[src/rtl/tsbx_pkg.sv]
package tsbx_pkg;
  localparam int NSH   = 3;
  localparam int NVAR  = 4;
  localparam int NROW  = NSH ** (NVAR - 1);
  localparam int NMONO = 2 ** NVAR;
  localparam int RND_W = NVAR * NROW;

  typedef logic [NVAR-1:0] nib_t;
  typedef logic [NSH-1:0][NVAR-1:0] shares_t;

  function automatic nib_t sbox_lut(nib_t x);
    case (x)
      4'h0: return 4'hB;  4'h1: return 4'hF;  4'h2: return 4'h3;  4'h3: return 4'h2;
      4'h4: return 4'hA;  4'h5: return 4'hC;  4'h6: return 4'h9;  4'h7: return 4'h1;
      4'h8: return 4'h6;  4'h9: return 4'h7;  4'hA: return 4'h8;  4'hB: return 4'h0;
      4'hC: return 4'hE;  4'hD: return 4'h5;  4'hE: return 4'hD;  default: return 4'h4;
    endcase
  endfunction

  // Share index of variable v in row r; the last index closes the sum to 0 mod NSH.
  function automatic int tup(int r, int v);
    int s;
    s = 0;
    if (v < NVAR - 1) return (r / (NSH ** (NVAR - 2 - v))) % NSH;
    for (int u = 0; u < NVAR - 1; u++) s += (r / (NSH ** (NVAR - 2 - u))) % NSH;
    return (NSH * NVAR - s) % NSH;
  endfunction

  // Algebraic normal form coefficients of one coordinate (Moebius transform).
  function automatic logic [NMONO-1:0] anf_of(int coord);
    logic [NMONO-1:0] c;
    nib_t y;
    c = '0;
    for (int m = 0; m < NMONO; m++)
      for (int x = 0; x < NMONO; x++)
        if ((x & ~m & (NMONO - 1)) == 0) begin
          y = sbox_lut(nib_t'(x));
          c[m] = c[m] ^ y[coord];
        end
    return c;
  endfunction

  // A row owns a monomial's share combination if no earlier row shows the same one.
  function automatic logic [NMONO-1:0] owner_mask(int r);
    logic [NMONO-1:0] own;
    logic same;
    own = '1;
    for (int m = 0; m < NMONO; m++)
      for (int q = 0; q < r; q++) begin
        same = 1'b1;
        for (int v = 0; v < NVAR; v++)
          if (((m >> v) & 1) == 1 && tup(q, v) != tup(r, v)) same = 1'b0;
        if (same) own[m] = 1'b0;
      end
    return own;
  endfunction
endpackage

[src/rtl/tsbx_share_eval.sv]
module tsbx_share_eval
  import tsbx_pkg::*;
#(
  parameter int COORD = 0
) (
  input  shares_t         sh,
  output logic [NROW-1:0] part
);
  localparam logic [NMONO-1:0] COEF = anf_of(COORD);

  for (genvar r = 0; r < NROW; r++) begin : g_row
    localparam logic [NMONO-1:0] USE = COEF & owner_mask(r);
    logic bit_r;
    always_comb begin
      logic acc, p;
      acc = 1'b0;
      for (int m = 0; m < NMONO; m++) begin
        if (USE[m]) begin
          p = 1'b1;
          for (int v = 0; v < NVAR; v++)
            if (((m >> v) & 1) == 1) p = p & sh[tup(r, v)][v];
          acc = acc ^ p;
        end
      end
      bit_r = acc;
    end
    assign part[r] = bit_r;
  end
endmodule

[src/rtl/tsbx_ring_refresh.sv]
module tsbx_ring_refresh #(
  parameter int N = 27
) (
  input  logic [N-1:0] x,
  input  logic [N-1:0] r,
  output logic [N-1:0] y
);
  for (genvar i = 0; i < N; i++) begin : g_ring
    if (i == 0) begin : g_first
      assign y[i] = x[i] ^ r[0] ^ r[N-1];
    end else begin : g_rest
      assign y[i] = x[i] ^ r[i-1] ^ r[i];
    end
  end
endmodule

[src/rtl/tsbx_compress.sv]
module tsbx_compress #(
  parameter int NIN  = 27,
  parameter int NOUT = 3
) (
  input  logic [NIN-1:0]  s,
  output logic [NOUT-1:0] d
);
  localparam int GRP = NIN / NOUT;
  for (genvar k = 0; k < NOUT; k++) begin : g_dom
    assign d[k] = ^s[k*GRP +: GRP];
  end
endmodule

[src/rtl/tsbx_masked_sbox.sv]
module tsbx_masked_sbox
  import tsbx_pkg::*;
(
  input  logic             clk,
  input  logic             rst_n,
  input  logic [NVAR-1:0]  sh0_i,
  input  logic [NVAR-1:0]  sh1_i,
  input  logic [NVAR-1:0]  sh2_i,
  input  logic [RND_W-1:0] rnd_i,
  output logic [NVAR-1:0]  q0_o,
  output logic [NVAR-1:0]  q1_o,
  output logic [NVAR-1:0]  q2_o
);
  shares_t in_sh, q_sh;
  assign in_sh = {sh2_i, sh1_i, sh0_i};

  // Observation wires for the checks
  nib_t plain, plain_sb;
  assign plain    = sh0_i ^ sh1_i ^ sh2_i;
  assign plain_sb = sbox_lut(plain);

  logic armed;
  always_ff @(posedge clk or negedge rst_n)
    if (!rst_n) armed <= 1'b0;
    else        armed <= 1'b1;

  for (genvar b = 0; b < NVAR; b++) begin : g_coord
    logic [NROW-1:0] raw, fresh, held;
    logic [NSH-1:0]  dom;

    tsbx_share_eval #(.COORD(b)) u_eval (.sh(in_sh), .part(raw));

    tsbx_ring_refresh #(.N(NROW)) u_ring (
      .x(raw), .r(rnd_i[b*NROW +: NROW]), .y(fresh)
    );

    always_ff @(posedge clk or negedge rst_n)
      if (!rst_n) held <= '0;
      else        held <= fresh;

    tsbx_compress #(.NIN(NROW), .NOUT(NSH)) u_fold (.s(held), .d(dom));

    for (genvar k = 0; k < NSH; k++) begin : g_out
      assign q_sh[k][b] = dom[k];
    end


    raw_sum_chk: assert property (@(posedge clk) disable iff (!rst_n)
      (^raw) == plain_sb[b]) else $error("partial results do not sum to coordinate");

    refresh_keep_chk: assert property (@(posedge clk) disable iff (!rst_n)
      (^fresh) == (^raw)) else $error("ring refresh changed the share sum");

    domain_sum_chk: assert property (@(posedge clk) disable iff (!rst_n)
      (^dom) == (^held)) else $error("folding changed the share sum");
  end

  assign q0_o = q_sh[0];
  assign q1_o = q_sh[1];
  assign q2_o = q_sh[2];


  out_match_chk: assert property (@(posedge clk) disable iff (!rst_n)
    armed |-> (q0_o ^ q1_o ^ q2_o) == sbox_lut($past(plain)))
    else $error("output shares do not encode S of previous input");

  reset_clear_chk: assert property (@(posedge clk) disable iff (!rst_n)
    $rose(rst_n) |-> (q0_o == '0 && q1_o == '0 && q2_o == '0))
    else $error("outputs not cleared by reset");
endmodule

[config.mk]
export PLATFORM = sky130hd
export DESIGN_NAME = tsbx_masked_sbox
export DESIGN_NICKNAME = d
export VERILOG_FILES = /design/src/rtl/tsbx_pkg.sv /design/src/rtl/tsbx_share_eval.sv /design/src/rtl/tsbx_ring_refresh.sv /design/src/rtl/tsbx_compress.sv /design/src/rtl/tsbx_masked_sbox.sv
export SDC_FILE = /design/constraint.sdc
export NUM_CORES = 1
export LEC_CHECK = 0
export CORE_MARGIN = 2
export CORE_UTILIZATION = 59
export DETAILED_ROUTE_END_ITERATION = 10
export DONT_BUFFER_PORTS = 1
export PLACE_DENSITY = 0.78
export SYNTH_ARGS = -nofsm -noshare
export SYNTH_HDL_FRONTEND = slang
export SYNTH_SLANG_ARGS = --single-unit
[constraint.sdc]
create_clock -name clk -period 2.34 [get_ports clk]
set_input_delay 0.117 -clock clk [delete_from_list [all_inputs] [get_ports clk]]
set_output_delay 0.117 -clock clk [all_outputs]
set_load 0.05 [all_outputs]
==> flow_metrics.tcl, run 1 <==
set metrics [dict create \
    status "stopped before the end" \
    failing_step "clock tree synthesis (4_1_cts)" \
    error_line "[ERROR RSZ-0060] Max buffer count reached." \
    synth_area_leaders "dfrtp_1 (38%), xnor2_1 (29%), xor2_1 (13%)" \
    ys.warnings.count 0 \
    synth_area_per_cell_um2 10.2 \
    dp.cells 808 \
    syn-num-nets 811 \
    netlist_area_um2 7030 \
    yosysSeqAreaShare_pct 38.4 \
    ys_ff_latch 108 \
    root_buffer "clkbuf_16" \
    yosys.area.top_type "dfrtp_1" \
    start_util_pct 61.1 \
    cts-htree-levels 3 \
    rows 39 \
    die_width_um 113 \
    hold_buffers 166 \
    synth.distinct_cells 32 \
    post_cts_buffers 0 \
    netlist_instances 689 \
    cts_buffers 9 \
    yosys.area.top_type_share_pct 38.4 \
    gp_congestion 0.826 \
    numClockSinks 108 \
    cts_resized 0 \
    dp_hpwl_mm 10.9 \
    die_height_um 113 \
    ctsLongestPathBuffers 2 \
    portBuffers 0 \
    io_pins 134 \
]
## metrics by stage
stage | area, um2 | hold WS, ns | utilization, % | setup slack [ns]
floorplan | 7030 | -0.179 | - | 0.611
global placement | 7030 | -0.176 | 61.0 | 0.995
detailed placement | 7030 | -0.177 | 61.0 | 0.939
## kinds of logic after synthesis
| logic type | after synthesis | share of synthesized area [%] |
|---|---|---|
| XOR/XNOR | 338 | 42.1 |
| AND/OR/NAND/NOR | 140 | 9.22 |
| flip-flops | 108 | 38.4 |
| AO/OA/AOI/OAI | 59 | 5.30 |
| buffers and inverters | 37 | 3.95 |
| adder cells (fa/ha/maj) | 7 | 0.996 |
## synth_stat cells
master    count
buf_12        1
dfrtp_1     108
and2_1        8
a22oi_1       2
buf_4        15
nor4bb_1      1
a21oi_1      10
a211oi_2      2
xor2_1      103
nand3_1      10
a21boi_0      2
inv_1         1
o22ai_1       2
buf_6         5
nand2_1      54
nor2b_1      15
buf_8         1
a221o_1       1
nor2_1       37
o211ai_1      2
a311oi_2      2
o21ai_1       2
buf_2        14
nor3b_1       2
and4bb_2      1
maj3_1        7
nand2b_1      4
xnor2_1     235
and2b_1       4
a221oi_2      2
o21ai_0      32
nor3_1        4
==> run 2: changes to the inputs <==
CORE_UTILIZATION = 40   (was 59)
PLACE_DENSITY = not set   (was 0.78)
PLACE_DENSITY_LB_ADDON = 0.15   (was not set)
==> run 2 against run 1 <==
  * The flow now finishes, with violations (hold timing)
  * Synthesized cell count did not move
  * Area after synthesis unchanged
==> flow_metrics.tcl, run 2 <==
set metrics [dict create \
    status "complete, but fails checks" \
    violations "hold timing" \
    num_vias 5169 \
    worstSetupEndpointType "flip-flop" \
    internal_power_w 0.00485 \
    io_pins 134 \
    fin_setup_tns_ns 0 \
    post-synth-top-count-cell "xnor2_1" \
    groute.layer.met3.usage_pct 4.41 \
    p_clk_share_pct 21.8 \
    synth_area_leaders "dfrtp_1 (38%), xnor2_1 (29%), xor2_1 (13%)" \
    grt_max_degree 109 \
    layout-drive-gt1-share_pct 4.07 \
    worstPathArrival_ns 2.34 \
    drtIter0Drc 226 \
    ys.warnings.count 0 \
    die_height_um 137 \
    cp_max_fo 21 \
    mostFrequentLayoutCell "xnor2_1" \
    rows 48 \
    cts_resized 0 \
    cts-htree-levels 3 \
    synth.distinct_cells 32 \
    finalCritPeriodShare_pct 89.6 \
    cts_buffers 9 \
    max_slew_margin_pct 49.2 \
    cp_common_cell "dlygate4sd3_1" \
    synth_common_cells "xnor2_1 (235), dfrtp_1 (108), xor2_1 (103)" \
    slowest_stage "dlygate4sd3_1" \
    syn-num-nets 811 \
    use_met1_pct 28.5 \
    setup.worst_path.class "primary input to flip-flop" \
    critPathLaunchType "primary input" \
    overflow 0 \
    antenna_cells 0 \
    cpPeakStageDelay_ns 0.85 \
    required_ns 2.58 \
    first_pass_iters 4 \
    largest-register "g_coord.held" \
    grt.busiest_layer "met2" \
    core_area_um2 17200 \
    worstPathCellList "dlygate4sd3_1 -> nand2_1 -> dlygate4sd3_1 -> xnor2_1 -> dlygate4sd3_1" \
    post_cts_buffers 0 \
    root_buffer "clkbuf_16" \
    synth_edf_count 0 \
    crit_family "buffers and inverters" \
    whs_ns -0.549 \
    netlist_area_um2 7030 \
    grt.total_usage_pct 22.1 \
    ant_nets 0 \
    yosys.area.top_type_share_pct 38.4 \
    comb_power_share_pct 48.6 \
    max_clock_freq_mhz 477 \
    hold_viol 108 \
    synth_area_per_cell_um2 10.2 \
    swShare_pct 37.9 \
    async_flop_share_pct 100 \
    final_cell_mix "xnor2_1 (235), dlygate4sd3_1 (178), dfrtp_1 (108), xor2_1 (103), nand2_1 (54)" \
    power_w 0.00780 \
    setup_viol 0 \
    powerDensity_nw_per_um2 844 \
    grt_antenna_before_repair 0 \
    area_growth_pct 31.5 \
    ys_ff_latch 108 \
    cts_tree "built" \
    grt.met2_usage_pct 36.9 \
    drv_cap 0 \
    vias_per_cell 4.77 \
    dp_hpwl_mm 12.0 \
    yosysSeqAreaShare_pct 38.4 \
    netlist_instances 689 \
    grt_pass1_wl_mm 30.3 \
    tightestPinTransition_ns 0.760 \
    die_width_um 137 \
    largest_reg_flops 108 \
    reg_top3 "g_coord.held: 108 flops" \
    p_switching_w 0.00295 \
    cts.reportedPaths.clkPinSlew_ns 0.07 \
    portBuffers 0 \
    start_util_pct 40.8 \
    p_seq_share_pct 29.6 \
    synth_ff_type "dfrtp_1" \
    vdd_drop_max_mv 0.949 \
    hold_buffers 178 \
    worst-path-buf-inv 3 \
    gp_congestion 0.760 \
    ctsLongestPathBuffers 2 \
    numClockSinks 108 \
    drv_slew 0 \
    grt_pass1_vias 5557 \
    fin_crit_ns 2.10 \
    leakage_nw 3.57 \
    drc 0 \
    nFillCells 1546 \
    grt_setup_unrepaired "false" \
    wl_mm 19.7 \
    wl_per_cell_um 18.1 \
    yosys.area.top_type "dfrtp_1" \
    dieArea_um2 18700 \
    layout.nets 976 \
    hold_path.class "primary input to async pin" \
]
-- run 2: through the flow --
| stage | setup WS, ns | area [um2] | util, % | instances |
|---|---|---|---|---|
| CTS | 0.272 | 9250 | 53.6 | 1084 |
| global route | 0.165 | 9250 | 53.6 | 1084 |
| finish | 0.244 | 9250 | 53.6 | 1084 |
| floorplan | 0.611 | 7030 | - | 689 |
| detailed placement | 0.957 | 7130 | 41.4 | 890 |
| global placement | 0.960 | 7130 | 41.4 | 890 |
-- run 2: power by group through the flow --
stage | logic [W] | registers (W) | clock network (W)
after global routing | 0.00402 | 0.00234 | 0.00181
after global placement | 0.00333 | 0.00233 | 0
after floorplan | 0.00275 | 0.00232 | 0
after CTS | 0.00380 | 0.00231 | 0.00174
after detailed placement | 0.00336 | 0.00235 | 0
final | 0.00379 | 0.00231 | 0.00170
-- run 2: layout make-up --
type	count	area, um2	area share [%]
clock buffers	11	253	2.73
clock inverters	5	82.6	0.893
inverters	1	3.75	0.0406
multi-input cells	544	4050	43.8
flip-flops and latches	108	2700	29.2
well taps	225	282	3.04
repair buffers	190	1870	20.2
-- run 2: worst max path at each step --
stage | start | to | slack, ns | cells after the start
6_report | sh2_i[2] | g_coord[0].held[5] | 0.24 | 5
5_1_grt | sh2_i[2] | g_coord[0].held[5] | 0.17 | 5
4_1_cts | sh2_i[2] | g_coord[0].held[5] | 0.27 | 5
3_5_place_dp | g_coord[2].held[22] | q2_o[2] | 0.96 | 5
3_3_place_gp | g_coord[0].held[0] | q0_o[0] | 0.96 | 5
2_1_floorplan | g_coord[0].held[4] | q0_o[0] | 0.61 | 4
-- run 2: logic make-up (layout without fill, tap and decap cells) --
group | Yosys count | after routing | share of synthesized area, %
AND/OR/NAND/NOR | 140 | 140 | 9.22
flip-flops | 108 | 108 | 38.4
adder cells (fa/ha/maj) | 7 | 7 | 0.996
buffers and inverters | 37 | 207 | 3.95
XOR/XNOR | 338 | 338 | 42.1
AO/OA/AOI/OAI | 59 | 59 | 5.30
-- run 2: layer usage --
| layer | share of wire (%) | vias to the layer above | routed length [um] |
|---|---|---|---|
| li1 | - | 2486 | - |
| met4 | 2.0 | 0 | 388 |
| met2 | 49 | 150 | 9630 |
| met5 | 0 | - | 0 |
| met3 | 5.8 | 30 | 1150 |
| met1 | 43 | 2503 | 8490 |
Note: power is estimated with default switching activity, not from simulation.
